**config.mk**
```make
export PLATFORM = sky130hd
export DESIGN_NAME = bus_tenure_timer
export DESIGN_NICKNAME = d
export VERILOG_FILES = /design/src/rtl/tenure_pkg.sv /design/src/rtl/tenure_cfg_reg.sv /design/src/rtl/tenure_counter.sv /design/src/rtl/tenure_release.sv /design/src/rtl/bus_tenure_timer.sv
export SDC_FILE = /design/constraint.sdc
export NUM_CORES = 1
export LEC_CHECK = 0
export ABC_AREA = 1
export BUFFER_PORTS_ARGS = -buffer_cell sky130_fd_sc_hd__buf_2
export CORE_UTILIZATION = 53
export DETAILED_ROUTE_END_ITERATION = 16
export PLACE_DENSITY = 0.88
export SLEW_MARGIN = 20
export SYNTH_ARGS = -nofsm -noshare
export SYNTH_HDL_FRONTEND = slang
export SYNTH_SLANG_ARGS = --single-unit
```
**constraint.sdc**
```tcl
create_clock -name clk -period 3.8 [get_ports clk]
set_input_delay 0.38 -clock clk [delete_from_list [all_inputs] [get_ports clk]]
set_output_delay 0.38 -clock clk [all_outputs]
set_load 0.01 [all_outputs]
```
**src/rtl/tenure_pkg.sv**
```systemverilog
package tenure_pkg;
    parameter int CFG_W     = 8;
    parameter int FIELD_LSB = 3;
    localparam int CNT_W    = CFG_W;
    localparam int FIELD_W  = CFG_W - FIELD_LSB;

    typedef struct packed {
        logic [CFG_W-1:0] cfg;
    } cfg_state_t;

    typedef struct packed {
        logic             active;
        logic [CNT_W-1:0] cnt;
    } cnt_state_t;

    typedef struct packed {
        logic rel;
    } rel_state_t;
endpackage

```
**src/rtl/tenure_cfg_reg.sv**
```systemverilog
module tenure_cfg_reg
    import tenure_pkg::*;
(
    input  logic             clk,
    input  logic             rst_n,
    input  logic             wr_en,
    input  logic [CFG_W-1:0] wr_data,
    output logic [CFG_W-1:0] cfg_value
);
    logic [CFG_W-1:0] wmask;
    cfg_state_t       st_d, st_q;

    // writable bits: the latency field; reserved bits tied low
    for (genvar b = 0; b < CFG_W; b++) begin : g_mask
        if (b >= FIELD_LSB) begin : g_rw
            assign wmask[b] = 1'b1;
        end else begin : g_rsv
            assign wmask[b] = 1'b0;
        end
    end

    always_comb begin
        st_d = st_q;
        if (wr_en) begin
            st_d.cfg = wr_data & wmask;
        end
    end

    always_ff @(posedge clk) begin
        if (!rst_n) begin
            st_q <= '0;
        end else begin
            st_q <= st_d;
        end
    end

    assign cfg_value = st_q.cfg;

    always_comb begin
        if (rst_n) begin
            assert_rsv_zero_R2: assert (st_q.cfg[FIELD_LSB-1:0] == '0);
        end
    end

    assert_write_lands_R2: assert property (@(posedge clk) disable iff (!rst_n)
        wr_en |=> cfg_value[CFG_W-1:FIELD_LSB] == $past(wr_data[CFG_W-1:FIELD_LSB]));
endmodule

```
**src/rtl/tenure_counter.sv**
```systemverilog
module tenure_counter
    import tenure_pkg::*;
(
    input  logic             clk,
    input  logic             rst_n,
    input  logic             cycle_start,
    input  logic             frame_active,
    input  logic [CFG_W-1:0] load_value,
    output logic             expired
);
    cnt_state_t st_d, st_q;
    logic       at_zero;

    assign at_zero = (st_q.cnt == '0);

    always_comb begin
        st_d = st_q;
        if (cycle_start) begin
            st_d.active = 1'b1;
            st_d.cnt    = load_value;
        end else if (st_q.active && !frame_active) begin
            st_d.active = 1'b0;
        end else if (st_q.active && !at_zero) begin
            st_d.cnt = st_q.cnt - {{(CNT_W-1){1'b0}}, 1'b1};
        end
    end

    always_ff @(posedge clk) begin
        if (!rst_n) begin
            st_q <= '0;
        end else begin
            st_q <= st_d;
        end
    end

    assign expired = st_q.active && at_zero;

    assert_load_R3: assert property (@(posedge clk) disable iff (!rst_n)
        cycle_start |=> (st_q.cnt == $past(load_value)) && st_q.active);

    assert_step_R10: assert property (@(posedge clk) disable iff (!rst_n)
        (st_q.active && frame_active && !cycle_start && !at_zero)
        |=> st_q.cnt == $past(st_q.cnt) - 1'b1);

    assert_saturate_R5: assert property (@(posedge clk) disable iff (!rst_n)
        (expired && frame_active && !cycle_start) |=> expired);

    assert_end_R9: assert property (@(posedge clk) disable iff (!rst_n)
        (!frame_active && !cycle_start) |=> !expired);
endmodule

```
**src/rtl/tenure_release.sv**
```systemverilog
module tenure_release
    import tenure_pkg::*;
(
    input  logic clk,
    input  logic rst_n,
    input  logic expired,
    input  logic bus_gnt,
    input  logic cycle_start,
    input  logic frame_active,
    output logic release_req
);
    rel_state_t st_d, st_q;

    always_comb begin
        st_d = st_q;
        if (!frame_active || cycle_start) begin
            st_d.rel = 1'b0;
        end else if (expired && !bus_gnt) begin
            st_d.rel = 1'b1;
        end
    end

    always_ff @(posedge clk) begin
        if (!rst_n) begin
            st_q <= '0;
        end else begin
            st_q <= st_d;
        end
    end

    assign release_req = st_q.rel;

    assert_release_R7: assert property (@(posedge clk) disable iff (!rst_n)
        (expired && !bus_gnt && frame_active && !cycle_start) |=> release_req);

    assert_keep_bus_R6: assert property (@(posedge clk) disable iff (!rst_n)
        (bus_gnt && !release_req) |=> !release_req);

    assert_sticky_R8: assert property (@(posedge clk) disable iff (!rst_n)
        (release_req && frame_active && !cycle_start) |=> release_req);

    assert_drop_R9: assert property (@(posedge clk) disable iff (!rst_n)
        (!frame_active || cycle_start) |=> !release_req);
endmodule

```
**src/rtl/bus_tenure_timer.sv**
```systemverilog
module bus_tenure_timer
    import tenure_pkg::*;
(
    input  logic             clk,
    input  logic             rst_n,
    input  logic             cfg_wr_en,
    input  logic [CFG_W-1:0] cfg_wr_data,
    output logic [CFG_W-1:0] cfg_rd_data,
    input  logic             bus_gnt,
    input  logic             cycle_start,
    input  logic             frame_active,
    output logic             tenure_expired,
    output logic             release_req
);
    logic [CFG_W-1:0] cfg_value;
    logic             expired_w;

    tenure_cfg_reg u_cfg (
        .clk       (clk),
        .rst_n     (rst_n),
        .wr_en     (cfg_wr_en),
        .wr_data   (cfg_wr_data),
        .cfg_value (cfg_value)
    );

    tenure_counter u_cnt (
        .clk          (clk),
        .rst_n        (rst_n),
        .cycle_start  (cycle_start),
        .frame_active (frame_active),
        .load_value   (cfg_value),
        .expired      (expired_w)
    );

    tenure_release u_rel (
        .clk          (clk),
        .rst_n        (rst_n),
        .expired      (expired_w),
        .bus_gnt      (bus_gnt),
        .cycle_start  (cycle_start),
        .frame_active (frame_active),
        .release_req  (release_req)
    );

    assign cfg_rd_data    = cfg_value;
    assign tenure_expired = expired_w;

    assert_reset_state_R1: assert property (@(posedge clk)
        !rst_n |=> (cfg_rd_data == '0) && !tenure_expired && !release_req);
endmodule

```
**After elaboration in Yosys (flattened, before gate mapping)**

Index checks and enable logic that the tools add are counted.

- Bits in registers: 15
- Output and inout port bits: 10
- Input port bits: 14
- Logic and storage cells: 24

- Mux-type cells: 4
- Add/sub/neg operators: 1
- Bitwise operators: 1
- Reduce and logical (&&, ||, !) cells: 13
- Eq/ne operators: 1

Operators with widths:

| operator | count |
|---|---|
| $mux 8 | 2 |
| $mux 9 | 1 |
| $logic_not 8->1 | 1 |
| $sub 8x1->8 const B | 1 |
| $logic_and 1x1->1 | 4 |
| $reduce_bool 2->1 | 2 |
| $logic_not 1->1 | 3 |
| $ne 2x2->1 const B | 1 |
| $reduce_and 2->1 | 1 |
| $reduce_or 2->1 | 1 |
| $logic_or 1x1->1 | 1 |
| $mux 1 | 1 |
| $not 1->1 | 1 |

**Logic depth before layout (Yosys ltp)**

- Depth in word-level cells: 6
- Gate-level depth with buffers: 10
- Gate-level depth less buffers: 10

**By module**

Synthesis repeated with hierarchy kept, for this count alone.

- Cells, all modules: 147
- Area, all modules: 903.4 um^2

Modules (own cells, without submodules):

| module | times used | cells an instance | area each (um^2) | seq. area each (um^2) |
|---|---|---|---|---|
| tenure_counter | 1 | 103 | 619.3 | 180.2 |
| tenure_cfg_reg | 1 | 35 | 231.5 | 100.1 |
| tenure_release | 1 | 9 | 52.6 | 20.0 |

**Worst setup path before layout**

Ideal clock, no wire load.

- Kind: register -> output
- From: register u_cnt.st_q[0] (netlist bit)
- To: output tenure_expired
- Cell stages (with the launch flop): 7
- Arrival: 934 ps
- Data required time: 3420 ps
- Slack: 2486 ps
- Cells stage by stage: dfxtp_1 -> inv_1 -> ha_1 -> nand2_1 -> nor2_1 -> nand2_1 -> inv_1

- Longest elaborated chain between the ends: 2

Ends and longest elaborated chain:

| element | RTL line | source |
|---|---|---|
| from (decl) | tenure_counter.sv:11 | `cnt_state_t st_d, st_q;` |
| from (signal assigned) | tenure_counter.sv:32 | `st_q <= st_d;` |
| $logic_not 8->1 | tenure_counter.sv:14 | `assign at_zero = (st_q.cnt == '0);` |
| $logic_and 1x1->1 | tenure_counter.sv:36 | `assign expired = st_q.active && at_zero;` |
| to (decl) | bus_tenure_timer.sv:12 | `output logic tenure_expired,` |

Every way passes these cells.

**Final worst setup path**

Ends and elaborated chain as after synthesis.

==> impl_results.md <==
- Outcome: finished, final reports clean
- Worst hold path type: input port to flip-flop
- Biggest area contributors in the synthesized netlist: sky130_fd_sc_hd__dfxtp_1, sky130_fd_sc_hd__nand2_1, sky130_fd_sc_hd__nor2_1, sky130_fd_sc_hd__nand3_1, sky130_fd_sc_hd__inv_1
- CTS root buffer: sky130_fd_sc_hd__clkbuf_4
- Total I/O pin count: 24
- Initial antenna violation count: 0
- Number of resized instances in the post-cts repair step: 0
- # hold bufs at CTS: 0
- Unrepaired setup endpoints after global routing: no
- Cell family contributing the most delay on the critical path: simple AND/OR/NAND/NOR gates
- Gp weighted congestion: between 0.7 and 0.8
- Initial DRT Pass Iterations: 4
- Warnings, synthesis: 0
- Cts bufs inserted: 3
- Global-route wire length before repair: approximately 2.5 mm
- Starting Density: 0.599
- Die Area: between 1500 and 2000 um^2
- Die Wd: between 40 and 50 um
- Dpl hpwl: 1.36 mm
- Cell area after synthesis: around 800 um^2
- Synth Register Bits: 15
- Master of the slowest instance on the critical path: sky130_fd_sc_hd__dfxtp_1
- Placeable Area: 1370 um^2
- XOR/XNOR share of the synthesized area: 0
- # nets final: 166
- Area occupied by registers: between 300 and 400 um^2
- Cells traversed along the worst timing path: inv_1 > ha_1 > nand2_1 > nor2_1 > nand2_1 > inv_1 > buf_2
- Worst setup path category: flip-flop to primary output
- Register share of total power: 0.507
- Highest cell delay on the worst timing path: approximately 0.33 ns
- Dominant cell type by area after synthesis: sky130_fd_sc_hd__dfxtp_1
- Largest fanout on the critical path: 5
- Multiplexer share of the synthesized area: 0
- Area taken by multi-input logic gates: 443 um^2
- Vias in the first global route: between 600 and 700
- Cell-internal power: roughly 240 uW
- Hold WS: approximately 0.31 ns
- Via total after detailed routing: approximately 840
- Synthesized-area fraction occupied by and/or/nand/nor cells: 0.396
- Highest clock rate: between 500 and 600 MHz
- Total Routed Length: around 1.7 mm
- WL per Instance: 10.4 um
- Placement-stage cell area: roughly 910 um^2
- Fraction of final layout cells with drive strength greater than 1: 0.188
- Global Route Usage Sum: 0.242
- Area added between synthesis and finish: 14.1%
- Max-slew violation count: 0
- Switching power share of the total: 0.314
- Number of vias per cell: 5.09
- Post-CTS clock slew at the launch and capture registers of the worst setup and hold paths: 0.09 ns
- Sequential area share after synthesis: 0.367
- Synthesized area divided by synthesized cell count: roughly 6.3 um^2
- H-tree levels: 1
- Crit path launch type: flip-flop
- Buffers added on ports: 17
- Fraction of the cycle the final worst path needs: 0.478
- Post-synth top area share: 0.367
- Crit path DAT: around 1.4 ns
- Buffers plus inverters on the worst setup path: 3
- Post-CTS setup-driven buffer insertion count: 0
- Design area: around 930 um^2
- Maximum number of pins on one net before global-route repair: 10
- Req. time, crit path: 3.42 ns
- Kind of end point of the critical path: primary output
- Clock latency on the worst-skew pair: around 0.28 ns
- Compound-Gate Fraction of Synth Area: 0.101
- Sw Pwr: ~110 uW
- Post-synthesis cell type count: 18
- Clock tree from TritonCTS: done
- Post-route clock skew: 0.00233 ns
- Sum of negative setup slack: 0 ns
- Die Y-Extent: 41.3 um
- Synthesized netlist cell count: between 100 and 150
- Routed Antenna Nets: 0
- Standard-cell rows: 13
- Number of max-cap violations: 0
- Antenna diode instance count: 0
- Count of final setup violators: 0
- Number of buffers on the longest clock path: 2
- Filler Cell Count: roughly 120
- Power share of the combinational group: 0.225
- Count of routing violations after the opening detailed-route iteration: 33
- Lkg Pwr: between 0.0004 and 0.0005 uW
- TritonCTS Sinks: 15
- Main combinational cell family by area after synthesis: simple AND/OR/NAND/NOR gates
- Adder-cell area share of the yosys netlist: 0.0306
- Hold violation total from the final report: 0
- Power per standard cell area: 369 nW/um^2
- Final routed DRC violation total: 0
- Grt ovf: 0
- Peak supply drop: ~0.33 mV
- Final period demand of the worst path: between 1.5 and 2 ns
- Part of the total power dissipated in the clock network: 0.268
## cell type report
type	count	share of cell area
multi-input combinational	97	0.475
inverter	16	0.0643
timing repair buffer	17	0.0912
clock buffer	4	0.0282
sequential	15	0.322
tap	15	0.0201
## worst paths after layout
kind	to	startpoint	cells after the start	slack, ns
hold / removal	u_cfg.cfg_value[6]	cfg_wr_data[6]	3	0.31
setup / recovery	tenure_expired	u_cnt.st_q[0]	7	1.99
hold reg to reg	u_cnt.st_q[0]	u_cnt.st_q[0]	1	0.45
setup reg to reg	u_cnt.st_q[2]	u_cnt.st_q[0]	8	2.44
## tightest hold or removal path, cell delays in order
cell	delay [ns]
sky130_fd_sc_hd__buf_2	0.07
sky130_fd_sc_hd__nor2_1	0.03
sky130_fd_sc_hd__nor2_1	0.08
## layout by cell type, fill, tap and decap left out
cell | netlist | final
sky130_fd_sc_hd__inv_2 | 2 | 2
sky130_fd_sc_hd__o21bai_1 | 2 | 2
sky130_fd_sc_hd__ha_1 | 2 | 2
sky130_fd_sc_hd__nor2_2 | 2 | 2
sky130_fd_sc_hd__nand2_2 | 4 | 4
sky130_fd_sc_hd__nand2_1 | 30 | 30
sky130_fd_sc_hd__buf_2 | 0 | 17
sky130_fd_sc_hd__nor2_1 | 27 | 27
sky130_fd_sc_hd__nand3_1 | 12 | 12
sky130_fd_sc_hd__clkinv_1 | 1 | 1
sky130_fd_sc_hd__inv_1 | 13 | 13
sky130_fd_sc_hd__dfxtp_1 | 15 | 15
sky130_fd_sc_hd__conb_1 | 1 | 3
sky130_fd_sc_hd__clkbuf_4 | 0 | 3
sky130_fd_sc_hd__a21oi_1 | 5 | 5
sky130_fd_sc_hd__a211oi_1 | 1 | 1
sky130_fd_sc_hd__clkbuf_1 | 0 | 1
sky130_fd_sc_hd__o21ai_0 | 6 | 6
sky130_fd_sc_hd__o21ai_1 | 1 | 1
sky130_fd_sc_hd__nand4_1 | 2 | 2
## cells by family after synthesis
| group | after synthesis |
|---|---|
| AND/OR/NAND/NOR | 77 |
| buffers and inverters | 19 |
| AO/OA/AOI/OAI | 15 |
| flip-flops | 15 |
| adder cells (fa/ha/maj) | 2 |
| other | 1 |
## Yosys cell counts
library cell / number
sky130_fd_sc_hd__nand2_1: 30
sky130_fd_sc_hd__nor2_1: 27
sky130_fd_sc_hd__dfxtp_1: 15
sky130_fd_sc_hd__inv_1: 13
sky130_fd_sc_hd__nand3_1: 12
sky130_fd_sc_hd__o21ai_0: 6
sky130_fd_sc_hd__a21oi_1: 5
sky130_fd_sc_hd__nand2_2: 4
sky130_fd_sc_hd__buf_4: 3
sky130_fd_sc_hd__ha_1: 2
sky130_fd_sc_hd__inv_2: 2
sky130_fd_sc_hd__nand4_1: 2
sky130_fd_sc_hd__nor2_2: 2
sky130_fd_sc_hd__o21bai_1: 2
sky130_fd_sc_hd__a211oi_1: 1
sky130_fd_sc_hd__clkinv_1: 1
sky130_fd_sc_hd__conb_1: 1
sky130_fd_sc_hd__o21ai_1: 1
## registers in the layout, indices dropped and copies added (netlist names)
name	cells
u_rel.release_req	1
u_cfg.cfg_value	5
u_cnt.st_q	9
## metrics by stage
step	util	worst slack, ns	total power [uW]	instances
2_1_floorplan	-	2.49	234	131
5_1_grt	0.683	1.87	369	164
3_5_place_dp	0.664	2.29	256	160
4_1_cts	0.683	1.97	348	164
6_report	0.683	1.99	344	164
3_3_place_gp	0.664	2.32	251	160
## power groups by stage
stage	registers [uW]	clock network (uW)	logic, uW
after floorplan	178	0	56.4
after global placement	177	0	74.0
after detailed placement	178	0	77.5
after CTS	174	96.2	77.7
after global routing	176	105	88.0
final	175	92.2	77.4
## per-layer routing
metal	wire, um	GRT usage
met5	0	0
met4	46	0.169
met3	47	0.0479
met2	813	0.410
met1	796	0.269
No activity file was read; power rests on OpenSTA's default activity.
